### src/rtl/kwd_pkg.sv
package kwd_pkg;
    typedef enum logic [1:0] {
        WD_IDLE = 2'd0,
        WD_RUN  = 2'd1,
        WD_BITE = 2'd2
    } wd_state_e;
endpackage

### src/rtl/kwd_prescaler.sv
module kwd_prescaler #(
    parameter int unsigned DIV = 131072
) (
    input  logic clk,
    input  logic rst_n,
    input  logic clr,
    output logic tick
);
    localparam int unsigned PW = (DIV > 1) ? $clog2(DIV) : 1;

    logic [PW-1:0] pcnt;

    assign tick = (pcnt == PW'(DIV - 1));

    always_ff @(posedge clk) begin
        if (!rst_n) begin
            pcnt <= '0;
        end else if (clr || tick) begin
            pcnt <= '0;
        end else begin
            pcnt <= pcnt + 1'b1;
        end
    end

    // ticks are separated by at least one quiet cycle when dividing
    a_r2_tick_gap: assert property (@(posedge clk) disable iff (!rst_n)
        ((DIV > 1) && tick) |=> !tick);
    // a clear always postpones the next tick
    a_r2_clear_delays: assert property (@(posedge clk) disable iff (!rst_n)
        ((DIV > 1) && clr) |=> !tick);
endmodule

### src/rtl/kwd_keygate.sv
module kwd_keygate #(
    parameter int unsigned KEY_W = 7
) (
    input  logic             clk,
    input  logic             rst_n,
    input  logic             wr_en,
    input  logic [KEY_W-1:0] wr_key,
    input  logic             blocked,
    output logic             accept,
    output logic [KEY_W-1:0] key_q,
    output logic             bad_q
);
    logic key_match;
    logic live_wr;

    assign key_match = (wr_key == ~key_q);
    assign live_wr   = wr_en && !blocked;
    assign accept    = live_wr && key_match;

    always_ff @(posedge clk) begin
        if (!rst_n) begin
            key_q <= '0;
            bad_q <= 1'b0;
        end else begin
            if (accept) begin
                key_q <= wr_key;
            end
            if (live_wr && !key_match) begin
                bad_q <= 1'b1;
            end
        end
    end

    // each accepted write stores the inverse of the previous key
    a_r3_key_inverts: assert property (@(posedge clk) disable iff (!rst_n)
        accept |=> (key_q == ~$past(key_q)));
    // a rejected write keeps the stored key
    a_r4_reject_keeps_key: assert property (@(posedge clk) disable iff (!rst_n)
        (wr_en && !accept) |=> $stable(key_q));
    // bad-key flag is sticky
    a_r4_bad_sticky: assert property (@(posedge clk) disable iff (!rst_n)
        bad_q |=> bad_q);
    // writes during the reset hold leave the flag alone
    a_r9_blocked_quiet: assert property (@(posedge clk) disable iff (!rst_n)
        (wr_en && blocked) |=> $stable(bad_q));
endmodule

### src/rtl/kwd_fsm.sv
module kwd_fsm
    import kwd_pkg::*;
#(
    parameter int unsigned CNT_W = 8,
    parameter int unsigned HOLD  = 16
) (
    input  logic             clk,
    input  logic             rst_n,
    input  logic             tick,
    input  logic             cmd_ok,
    input  logic             cmd_start,
    input  logic [CNT_W-1:0] load_val,
    output logic             nmi,
    output logic             chip_rst,
    output logic             running,
    output logic             biting,
    output logic [CNT_W-1:0] count
);
    localparam int unsigned HW = (HOLD > 1) ? $clog2(HOLD) : 1;

    wd_state_e        state, state_n;
    logic [CNT_W-1:0] cnt_n;
    logic [HW-1:0]    hold, hold_n;
    logic             nmi_n;

    // state register
    always_ff @(posedge clk) begin
        if (!rst_n) begin
            state <= WD_IDLE;
            count <= '0;
            hold  <= '0;
            nmi   <= 1'b0;
        end else begin
            state <= state_n;
            count <= cnt_n;
            hold  <= hold_n;
            nmi   <= nmi_n;
        end
    end

    // next-state logic
    always_comb begin
        state_n = state;
        cnt_n   = count;
        hold_n  = hold;
        nmi_n   = 1'b0;
        unique case (state)
            WD_IDLE: begin
                if (cmd_ok && cmd_start) begin
                    cnt_n   = load_val;
                    hold_n  = '0;
                    state_n = (load_val == '0) ? WD_BITE : WD_RUN;
                end
            end
            WD_RUN: begin
                if (cmd_ok) begin
                    if (cmd_start) begin
                        cnt_n   = load_val;
                        hold_n  = '0;
                        state_n = (load_val == '0) ? WD_BITE : WD_RUN;
                    end else begin
                        state_n = WD_IDLE;
                    end
                end else if (tick) begin
                    cnt_n = count - 1'b1;
                    if (count == CNT_W'(2)) begin
                        nmi_n = 1'b1;
                    end
                    if (count == CNT_W'(1)) begin
                        hold_n  = '0;
                        state_n = WD_BITE;
                    end
                end
            end
            WD_BITE: begin
                if (hold == HW'(HOLD - 1)) begin
                    hold_n  = '0;
                    state_n = WD_IDLE;
                end else begin
                    hold_n = hold + 1'b1;
                end
            end
            default: state_n = WD_IDLE;
        endcase
    end

    // outputs
    always_comb begin
        running  = (state == WD_RUN);
        biting   = (state == WD_BITE);
        chip_rst = (state == WD_BITE);
    end

    // the NMI request lasts a single cycle
    a_r7_nmi_pulse: assert property (@(posedge clk) disable iff (!rst_n)
        nmi |=> !nmi);
    // the NMI request coincides with count 1
    a_r7_nmi_at_one: assert property (@(posedge clk) disable iff (!rst_n)
        nmi |-> (count == CNT_W'(1)));
    // an undisturbed tick while running steps the count down by one
    a_r2_step: assert property (@(posedge clk) disable iff (!rst_n)
        (running && tick && !cmd_ok) |=> (count == $past(count) - CNT_W'(1)));
    // an accepted start loads the supplied value
    a_r5_reload: assert property (@(posedge clk) disable iff (!rst_n)
        (cmd_ok && cmd_start) |=> (count == $past(load_val)));
    // an accepted stop halts counting
    a_r6_stop: assert property (@(posedge clk) disable iff (!rst_n)
        (cmd_ok && !cmd_start) |=> !running);
    // a tick at count 1 enters the reset hold
    a_r8_enter: assert property (@(posedge clk) disable iff (!rst_n)
        (running && tick && !cmd_ok && count == CNT_W'(1)) |=> chip_rst);
    // reset stays up until the hold counter expires
    a_r8_hold: assert property (@(posedge clk) disable iff (!rst_n)
        (chip_rst && hold != HW'(HOLD - 1)) |=> chip_rst);
    // running and reset never overlap
    a_r8_exclusive: assert property (@(posedge clk) disable iff (!rst_n)
        !(chip_rst && running));
endmodule

### src/rtl/keyed_watchdog.sv
module keyed_watchdog #(
    parameter int unsigned CNT_W = 8,
    parameter int unsigned KEY_W = 7,
    parameter int unsigned DIV   = 131072,
    parameter int unsigned HOLD  = 16
) (
    input  logic             clk,
    input  logic             rst_n,
    input  logic             wr_en,
    input  logic             wr_start,
    input  logic [CNT_W-1:0] wr_count,
    input  logic [KEY_W-1:0] wr_key,
    output logic             nmi_req,
    output logic             chip_rst,
    output logic             st_running,
    output logic [CNT_W-1:0] st_count,
    output logic [KEY_W-1:0] st_key,
    output logic             st_bad_key
);
    logic tick;
    logic accept;
    logic biting;
    logic pre_clr;

    assign pre_clr = accept && wr_start;

    kwd_prescaler #(.DIV(DIV)) u_pre (
        .clk   (clk),
        .rst_n (rst_n),
        .clr   (pre_clr),
        .tick  (tick)
    );

    kwd_keygate #(.KEY_W(KEY_W)) u_key (
        .clk     (clk),
        .rst_n   (rst_n),
        .wr_en   (wr_en),
        .wr_key  (wr_key),
        .blocked (biting),
        .accept  (accept),
        .key_q   (st_key),
        .bad_q   (st_bad_key)
    );

    kwd_fsm #(.CNT_W(CNT_W), .HOLD(HOLD)) u_fsm (
        .clk       (clk),
        .rst_n     (rst_n),
        .tick      (tick),
        .cmd_ok    (accept),
        .cmd_start (wr_start),
        .load_val  (wr_count),
        .nmi       (nmi_req),
        .chip_rst  (chip_rst),
        .running   (st_running),
        .biting    (biting),
        .count     (st_count)
    );
endmodule

### config.mk
export PLATFORM = sky130hd
export DESIGN_NAME = keyed_watchdog
export DESIGN_NICKNAME = d
export VERILOG_FILES = /design/src/rtl/kwd_pkg.sv /design/src/rtl/kwd_prescaler.sv /design/src/rtl/kwd_keygate.sv /design/src/rtl/kwd_fsm.sv /design/src/rtl/keyed_watchdog.sv
export SDC_FILE = /design/constraint.sdc
export NUM_CORES = 1
export LEC_CHECK = 0
export ABC_AREA = 0
export BUFFER_PORTS_ARGS = -buffer_cell sky130_fd_sc_hd__buf_2
export CORE_MARGIN = 2
export CORE_UTILIZATION = 50
export DETAILED_ROUTE_END_ITERATION = 10
export PLACE_DENSITY = 0.79
export SLEW_MARGIN = 20
export SYNTH_ARGS = -nofsm -noshare
export SYNTH_HDL_FRONTEND = slang
export SYNTH_SLANG_ARGS = --single-unit
### constraint.sdc
create_clock -name clk -period 2.1 [get_ports clk]
set_input_delay 0.42 -clock clk [delete_from_list [all_inputs] [get_ports clk]]
set_output_delay 0.42 -clock clk [all_outputs]
set_load 0.01 [all_outputs]
* After elaboration in Yosys (flattened, before gate mapping)
Cells that the tools add are included.
** Cells by class
- Divide/modulo/power cells :: 0
- Shift operators :: 0
- $lt $le $gt $ge :: 0
- Mux-type cells :: 21
- Bitwise gates (word level) :: 4
- Reduce and logical (&&, ||, !) cells :: 16
- Equal/unequal tests :: 12
- Add/sub/neg operators :: 3
- Multipliers :: 0
** Operators by type and width (number)
- 8-bit two-way mux :: 4
- 4-bit two-way mux :: 6
- 17-bit by 1-bit adder with 17-bit output (second input constant) :: 1
- 17-bit equality test (second input constant) :: 1
- 8-bit case mux with 2 select lines :: 1
- 2-bit two-way mux :: 7
- 4-bit case mux with 3 select lines :: 1
- 8-bit by 1-bit equality test with 1-bit output (second input constant) :: 1
- 8-bit by 2-bit equality test with 1-bit output (second input constant) :: 1
- 8-bit zero test :: 1
- 4-bit AND reduction :: 2
- 8-bit by 1-bit subtractor with 8-bit output (second input constant) :: 1
- 7-bit equality test :: 1
- 7-bit NOT :: 1
- 3-bit by 1-bit inequality test with 1-bit output (second input constant) :: 2
- 2-bit case mux with 3 select lines :: 1
- 5-bit AND reduction :: 1
- 4-bit by 1-bit adder with 4-bit output (second input constant) :: 1
- 4-bit equality test (second input constant) :: 1
- 1-bit logical AND :: 4
- 4-bit OR reduction :: 1
- 3-bit inequality test (second input constant) :: 1
- 1-bit NOT :: 3
- 3-bit nonzero test :: 1
- other kinds (10) :: 11
** Word-level totals
- Output and inout bits :: 19
- Memories :: 0
- Logic and storage cells :: 63
- Memory bits (writable) :: 0
- Bits in read-only memories :: 0
- Flip-flop bits (word level) :: 40
- Bits in latches :: 0

* Depth between registers and ports, before layout
Gate-level depths: netlist of run 1.
- Depth in word-level cells :: 7
- Depth in mapped cells :: 10
- Depth with buffers taken out :: 10

* Modules after synthesis
Synthesis of run 1 repeated with hierarchy kept, for this count alone.
** Unflattened totals
- Cells, all modules :: 259
- Area, all modules :: 2224.6 sq um
** Modules (own cells, without submodules)
- kwd_fsm :: cells each 122, times used 1, area each 1003.5 sq um
- kwd_prescaler :: cells each 91, times used 1, area each 799.5 sq um
- kwd_keygate :: cells each 45, times used 1, area each 415.4 sq um
- keyed_watchdog :: cells each 1, times used 1, area each 6.3 sq um

* Worst setup path before layout of run 1
Ideal clock, no wire load.
- Path type :: register to register
- Start :: register u_pre.pcnt[9]
- End :: register u_fsm.count[1]
- Arrival time :: 2052 ps
- Stages on the path, launching flop included :: 11
- Path slack :: -27 ps
- Library setup time :: 75 ps
- Path buffers :: 0
- Cells stage by stage :: dfxtp_1 > and3_1 > nand3_1 > or3_1 > nor3_1 > ha_1 > nand2_1 > a21o_1 > a21oi_1 > nand2_1 > o22ai_1
** Between the ends
- Longest elaborated chain between the ends :: 3
** Ends and longest elaborated chain
- from (decl) :: line kwd_prescaler.sv:11 : logic [PW-1:0] pcnt;
- from (signal assigned) :: line kwd_prescaler.sv:21 : pcnt <= pcnt + 1'b1;
- 17-bit equality test :: line kwd_prescaler.sv:13 : assign tick = (pcnt == PW'(DIV - 1));
- 3-bit by 1-bit inequality test with 1-bit output (no line)
- 4-bit AND reduction (no line)
- to (signal assigned) :: line kwd_fsm.sv:35 : count <= cnt_n;
- to (decl) :: line kwd_fsm.sv:17 : output logic [CNT_W-1:0] count
Every way passes these cells.
A chain may end at the register's enable or synchronous reset.

* Worst setup path in the final report of run 1
- Start :: register u_pre.pcnt[9]
- End :: register u_fsm.count[7]
The elaborated chain is that of the path after synthesis.

==> flow_summary_export.csv, run 1 <==
group,metric,value,unit
setup_path,criticalPathCategory,"reg -> reg",
setup_path,critical_path_required,2.32,ns
route,dr.first_iter.drc_count,125,
grt,groute.usage.overall,21.46,%
place,placedInstanceArea,0.002431,mm^2
synthesis,ys_seq_elements,40,
setup_path,cp-end-kind,"register",
run,drv_cap,0,
grt,pin_count_of_the_biggest_net_entering_global_routing,18,
pwr,power.sequential.fraction,51.7,%
floorplan,row_count,23,
synthesis,nets_in_the_synthesized_netlist,277,
route,detail_route.wirelength,4873,um
pwr,combinationalPowerShare,6.1,%
clocking,clk_pin_slew_worst_paths,0.08,ns
cells_and_area,post-route-cell-area,0.002654,mm^2
worst_hold_path,hold_crit_class,"in -> reg",
synthesis,dominantRegCellSynth,"dfxtp_1",
timing,rsz0062_at_grt,"true",
grt,grt-ovfl-total,0,
setup_path,worst-endpoint-arrival,2.38,ns
clocking,ctsLongestPathBuffers,2,
clocking,cts.sinks,40,
pwr,power_density,559.8,mW/mm^2
synthesis,syn-instance-count,252,
clocking,post_cts_hold_buffer_count,0,
grt,via_count_of_the_first_global_routing_pass,1797,
place,numPortBuffers,37,
setup_path,path_max_fanout,7,
synthesis,netlist_area,0.002068,mm^2
route,routed_via_density,5.524,
floorplan,top_level_ports,38,
route,detail_route.first_pass.iterations,4,
synthesis,synth_enable_flop_cells,0,
pwr,leakage,1.212,nW
grt,initial_antenna_violation_count,0,
cells_and_area,share_of_post_route_cells_with_drive_strength_above_1,30.87,%
timing,fmax,464.0,MHz
clocking,worstSkewPairLatency,0.30,ns
timing,slew_headroom,66.40,%
timing,finClkSkew,0.005115,ns
floorplan,die_x,68.32,um
floorplan,initial_utilization,51.70,%
clocking,tritoncts.num_buffers,5,
clocking,htreeDepth,2,
pwr,worst_ir_drop_vdd,0.5005,mV
route,route.vias.total,1994,
run_status,run_status,"complete, but fails checks",
synthesis,ys_async_sr_fraction,0,%
pwr,power.switching_fraction,22.20,%
cells_and_area,final_net_count,335,
clocking,cts_root_buf,"clkbuf_8",
timing,report.final.slew_viol_count,0,
clocking,tritoncts,"built",
cells_and_area,layout-area-overhead-vs-synth,28.31,%
timing,period_share,102.6,%
pwr,power.share.clock,42.1,%
synthesis,ys_seq_area_share,38.72,%
place,detailed_place_hpwl,3391,um
run_status,failed_checks,"negative setup slack",
route,detail-route-antenna-nets,0,
worst_hold_path,worstHoldPathCells,3,
cells_and_area,diode_insertion_count_for_antenna_repair,0,
timing,postLayoutSetupSlackWorst,-0.05521,ns
pwr,cellInternalPower,0.001156,W
setup_path,worst_setup_path_start_kind,"register",
route,drc,0,
timing,setup-violations-final,12,
grt,grt_pass1_wl,7500,um
synthesis,synth.yosys.warnings,0,
timing,slew_worst_pin,0.5033,ns
floorplan,die_h,68.32,um
route,detail_route.wl_per_cell,13.50,um
timing,final_hold_slack,0.3860,ns
setup_path,reg2reg_depth,10,
pwr,power.switching,0.0003298,W
synthesis,synthDistinctLibCells,46,
floorplan,design.die.area,0.004667,mm^2
cells_and_area,final.fill_count,327,
cells_and_area,finalCoreUtilization,66.34,%
floorplan,core-area,0.004000,mm^2
timing,finalHoldViolations,0,
place,place.gp.congestion,0.8665,
synthesis,post_synthesis_average_cell_area,8.207,um^2
timing,finalWorstPathRequiredPeriod,2.155,ns
==> kinds of logic after synthesis <==
family | count (synthesis) | synth area share, %
AOI/OAI and AO/OA | 56 | 16.52
xor gates and xnor gates | 17 | 7.199
adders and majority gates | 6 | 3.630
buffers and inverters | 23 | 4.960
DFF | 40 | 38.72
muxes | 7 | 3.388
and+or+nand+nor | 103 | 25.59
==> through the flow <==
| stage | setup TNS (ns) | std cells | worst slack [ns] | power, W |
|---|---|---|---|---|
| 6_report | -0.4216 | 361 | -0.05521 | 0.001485 |
| 3_3_place_gp | -0.01577 | 350 | -0.004829 | 0.0008735 |
| 2_1_floorplan | 0 | 252 | 0.007352 | 0.0008294 |
| 4_1_cts | 0 | 359 | 0.0005718 | 0.001498 |
| 5_1_grt | -2.313 | 361 | -0.2015 | 0.001535 |
| 3_5_place_dp | -1.025 | 350 | -0.1282 | 0.0008757 |
==> metal layers <==
metal	GRT usage, %	wire length, um
met1	23.00	2030
met2	39.56	2551
met4	9.250	63
met3	5.263	229
met5	0	0
==> cell usage after synthesis, types with 2 or more instances <==
| master | number | area, um^2 |
|---|---|---|
| mux2i_1 | 7 | 70.07 |
| nor3b_1 | 2 | 15.01 |
| nand4_1 | 2 | 12.51 |
| and2_1 | 2 | 12.51 |
| inv_1 | 15 | 56.30 |
| nand2b_1 | 2 | 12.51 |
| nand3_1 | 14 | 70.07 |
| ha_1 | 6 | 75.07 |
| and3_1 | 3 | 18.77 |
| nor4_1 | 3 | 18.77 |
| o22ai_1 | 8 | 50.05 |
| xnor2_1 | 5 | 43.79 |
| clkbuf_1 | 4 | 15.01 |
| o21ai_0 | 10 | 50.05 |
| nor3_1 | 4 | 20.02 |
| xor2_1 | 12 | 105.1 |
| a31oi_1 | 3 | 18.77 |
| buf_2 | 2 | 10.01 |
| or3_1 | 5 | 31.28 |
| and4_1 | 3 | 26.28 |
| nand2_1 | 23 | 86.33 |
| dfxtp_1 | 40 | 800.8 |
| nor2_1 | 31 | 116.4 |
| a21oi_1 | 24 | 120.1 |
==> cell usage in the layout (no fill, tap or decap), drive strengths merged, types with 6 or more instances in the layout <==
master   n
buf     59
dfxtp   40
nor2    31
a21oi   25
nand2   24
inv     15
nand3   15
xor2    12
o21ai   10
o22ai    8
mux2i    7
ha       6
nor3     6
==> flip-flops by register name (all words and copies together), names as in the netlist <==
| name | flops |
|---|---|
| u_key.key_q | 7 |
| u_fsm.nmi | 1 |
| u_fsm.state | 2 |
| u_pre.pcnt | 17 |
| u_fsm.hold | 4 |
| u_key.bad_q | 1 |
| u_fsm.count | 8 |
==> path summary, 6_finish.rpt <==
kind	from	endpoint	slack (ns)
worst min register to register	u_key.bad_q	u_key.bad_q	0.45
worst max-delay path	u_pre.pcnt[9]	u_fsm.count[7]	-0.06
worst max register to register	u_pre.pcnt[9]	u_fsm.count[7]	-0.06
worst min-delay path	wr_key[6]	u_key.key_q[6]	0.39
==> worst max-delay path, cell delays in order, from the launching register on <==
cell and delay (ns):
dfxtp_2 0.33, and3_4 0.19, nand3_2 0.08, or3_4 0.36, nor3_4 0.13, ha_2 0.21
nand2_2 0.05, a21o_1 0.22, a21oi_2 0.16, nand2_2 0.14, o22ai_1 0.20
==> power by group through the flow <==
stage	Clock, W	Sequential, W	Combinational [W]
6_report	0.000626	0.000768	0.0000910
5_1_grt	0.000667	0.000769	0.0000988
4_1_cts	0.000640	0.000768	0.0000901
3_5_place_dp	0	0.000787	0.0000892
3_3_place_gp	0	0.000786	0.0000874
2_1_floorplan	0	0.000790	0.0000397
==> what timing repair did <==
action	in CTS	in global routing
pin swaps	0	5
endpoints found under the setup margin	12	14
buffers inserted	1	2
resized for setup	5	15
endpoints found under the hold margin	0	0
==> layout make-up <==
| type | instances | area (um^2) | area share, % |
|---|---|---|---|
| Timing Repair Buffer | 59 | 362.8 | 13.67 |
| Clock buffer | 5 | 68.82 | 2.593 |
| Inverter | 15 | 56.30 | 2.122 |
| Tap cell | 50 | 62.56 | 2.357 |
| Multi-Input combinational cell | 189 | 1256 | 47.34 |
| Clock inverter | 3 | 42.54 | 1.603 |
| Sequential cell | 40 | 804.5 | 30.32 |
Power figures use the tool's default switching activity.
==> run 2, diff against run 1 <==
--- a/config.mk
+++ b/config.mk
@@ -10,8 +10,9 @@
 export CORE_MARGIN = 2
 export CORE_UTILIZATION = 50
 export DETAILED_ROUTE_END_ITERATION = 10
-export PLACE_DENSITY = 0.79
+export PLACE_DENSITY = 0.78
 export SLEW_MARGIN = 20
 export SYNTH_ARGS = -nofsm -noshare
 export SYNTH_HDL_FRONTEND = slang
+export SYNTH_HIERARCHICAL = 1
 export SYNTH_SLANG_ARGS = --single-unit
==> run 2 against run 1 <==
Highest routed layer unchanged. Largest cell class unchanged. Clock skew grew 0.0044 ns. The run still ends with negative setup slack left. Sequential power about the same. First-iteration DRC count increased by 9.6%.
==> flow_summary_export.csv, run 2 <==
group,metric,value,unit
floorplan,die_x,70.70,um
timing,postLayoutSetupSlackWorst,-0.01529,ns
timing,report.final.slew_viol_count,0,
grt,pin_count_of_the_biggest_net_entering_global_routing,21,
pwr,fin_total_pwr,0.001401,W
clocking,ctsLongestPathBuffers,2,
grt,initial_antenna_violation_count,0,
floorplan,initial_utilization,51.45,%
timing,rsz0062_at_grt,"true",
timing,finalHoldViolations,0,
grt,grt_pass1_wl,8535,um
synthesis,ys_seq_area_share,36.00,%
floorplan,top_level_ports,38,
synthesis,netlist.top_cell.by_area,"dfxtp_1",
synthesis,synthDistinctLibCells,55,
run,drv_cap,0,
setup_path,crit_path_max_incr_delay,0.50,ns
cells_and_area,post_route_insts_no_fill,382,
setup_path,critical_path_cell_sequence,"xnor2_4, nor4_4, nand4_4, inv_6, and3b_2, a311oi_4, or4_4, a21oi_2",
floorplan,design.die.area,0.004998,mm^2
worst_hold_path,hold_crit_class,"in -> reg",
synthesis,ys_async_sr_fraction,0,%
timing,slew_headroom,68.29,%
synthesis,dominantRegCellSynth,"dfxtp_1",
grt,via_count_of_the_first_global_routing_pass,1959,
clocking,worstSkewPairLatency,0.29,ns
route,drc,0,
setup_path,worst_setup_path_start_kind,"register",
setup_path,critical_path_required,2.33,ns
cells_and_area,diode_insertion_count_for_antenna_repair,0,
clocking,tritoncts,"built",
setup_path,timing.critical_path.slowest_stage_cell,"or4_4",
cells_and_area,flip_flop_count_of_the_largest_register_all_copies_and_words_added,17,
run_status,failed_checks,"negative setup slack",
setup_path,criticalPathCategory,"reg -> reg",
clocking,tritoncts.num_buffers,5,
synthesis,yosys.cell_count.top_type,"dfxtp_1",
floorplan,die_h,70.70,um
cells_and_area,finalCoreUtilization,67.68,%
synthesis,synth_top_cells_by_count,"40 x dfxtp_1, 31 x nand2_1, 23 x a21oi_1",
cells_and_area,commonest_non_fill_non_tap_cell_in_the_layout,"buf_2",
cells_and_area,layout-area-overhead-vs-synth,31.55,%
grt,grt-ovfl-total,0,
place,detailed_place_hpwl,3684,um
synthesis,post_synthesis_average_cell_area,8.589,um^2
floorplan,row_count,24,
synthesis,synth.yosys.warnings,6,
synthesis,syn-instance-count,259,
cells_and_area,multi_input_comb_area,0.001475,mm^2
route,detail_route.first_pass.iterations,4,
pwr,worst_ir_drop_vdd,0.3338,mV
route,detail-route-antenna-nets,0,
synthesis,synth_largest_type_area_fraction,36.00,%
setup_path,path_max_fanout,9,
synthesis,netlist_area,0.002225,mm^2
route,route.vias.total,2186,
cells_and_area,area.sequential,808.3,um^2
synthesis,nets_in_the_synthesized_netlist,284,
place,place.gp.congestion,0.8318,
floorplan,core-area,0.004324,mm^2
clocking,htreeDepth,2,
run_status,run_status,"complete, but fails checks",
synthesis,ys_seq_elements,40,
timing,fmax,472.7,MHz
timing,setup-violations-final,1,
setup_path,worst-endpoint-arrival,2.34,ns
timing,finClkSkew,0.009517,ns
cells_and_area,registers.top_by_ff_count,"u_pre/pcnt",
timing,finalWorstPathRequiredPeriod,2.115,ns
timing,slew_worst_pin,0.4751,ns
setup_path,critical_path.top_delay_family,"simple AND/OR/NAND/NOR gates",
clocking,clk_pin_slew_worst_paths,0.07,ns
synthesis,synth_enable_flop_cells,0,
synthesis,ys_top_cells_by_area,"dfxtp_1 36%, nand2_1 5.2%, a21oi_1 5.2%",
route,detail_route.wl_per_cell,13.73,um
route,detail_route.wirelength,5246,um
grt,groute.usage.overall,20.65,%
place,placed_cells,369,
timing,final_hold_slack,0.3944,ns
setup_path,cp-end-kind,"register",
clocking,cts_root_buf,"clkbuf_8",
clocking,cts.sinks,40,
pwr,leakage,1.217,nW
setup_path,worst-path-buf-inv,1,
pwr,power_density,478.6,mW/mm^2
cells_and_area,share_of_post_route_cells_with_drive_strength_above_1,33.94,%
cells_and_area,final.fill_count,349,
route,dr.first_iter.drc_count,137,
cells_and_area,final_net_count,354,
cells_and_area,top_regs,"u_pre/pcnt: 17 flops, u_fsm/count: 8 flops, u_key/key_q: 7 flops",
cells_and_area,mostFrequentLayoutCells,"37 x buf_2, 34 x dfxtp_1, 32 x buf_4",
timing,period_share,100.7,%
place,numPortBuffers,37,
route,routed_via_density,5.723,
==> run 2: cell types whose count changed in the layout (fill, tap and decap cells not counted), sizes merged, moves of 6 or more <==
cell,previous run,this run
xor2,12,3
nor2,31,14
buf,59,70
o31ai,1,7
nand4,2,8
inv,15,9
nand2,24,31
o22ai,8,1
==> run 2: cell families after synthesis <==
kind of cell | count (synthesis) | share of synthesized area, %
AO/OA/AOI/OAI | 65 | 19.18
adder cells (fa/ha/maj) | 6 | 3.374
buffers and inverters | 17 | 3.824
AND/OR/NAND/NOR | 111 | 29.19
XOR/XNOR | 10 | 3.937
flip-flops | 40 | 36.00
multiplexers | 10 | 4.500
==> run 2: area by class of cell <==
| cell class | instances | share of cell area (%) |
|---|---|---|
| sequential | 40 | 27.62 |
| clock buffer | 8 | 3.078 |
| inverter | 10 | 1.454 |
| timing repair buffer | 70 | 15.22 |
| tap | 52 | 2.223 |
| multi-input combinational | 202 | 50.41 |
==> run 2: timing repair <==
action                                  CTS  global route
setup buffers                             1             5
hold buffers                              0             0
hold endpoints to repair                  0             0
pin swaps                                 5             8
resized for setup                         7            12
endpoints found under the setup margin   14             6
==> run 2: worst register-to-register path, delay by kind of cell (launching register included) <==
| family | cells | cell delay, ns |
|---|---|---|
| and+or+nand+nor | 4 | 1.27 |
| xor gates and xnor gates | 1 | 0.15 |
| buffers and inverters | 1 | 0.13 |
| AOI/OAI and AO/OA | 2 | 0.18 |
| DFF | 1 | 0.35 |
==> run 2: per-stage QoR <==
stage / area [um^2] / TNS, ns / setup slack (ns)
floorplan: 2281 / -0.05105 / -0.05105
global placement: 2706 / -3.539 / -0.3399
detailed placement: 2706 / -5.329 / -0.4840
CTS: 2838 / 0 / 0.005033
global route: 2927 / -0.2096 / -0.09144
finish: 2927 / -0.01529 / -0.01529
==> run 2: where the power goes <==
part	internal [W]	total [W]	switching, W
clock	0.000268	0.000522	0.000254
sequential	0.000765	0.000769	0.00000419
combinational	0.0000511	0.000109	0.0000580
total	0.00108	0.00140	0.000316
==> run 2: worst paths after layout <==
kind	startpoint	to	slack [ns]	cells past startpoint
max	u_key/key_q[5]	u_fsm/hold[2]	-0.02	8
min	wr_key[6]	u_key/key_q[6]	0.39	3
max reg2reg	u_key/key_q[5]	u_fsm/hold[2]	-0.02	8
min reg2reg	u_pre/pcnt[11]	u_pre/pcnt[11]	0.47	2
==> run 2: layer usage <==
layer | GRT usage [%] | wire length (um) | share of wire [%] | vias up
li1 | - | - | - | 1099
met1 | 26.88 | 2367 | 45 | 1030
met2 | 34.79 | 2622 | 50 | 51
met3 | 3.846 | 206 | 3.9 | 6
met4 | 6.499 | 50 | 0.95 | 0
met5 | 0 | 0 | 0 | -
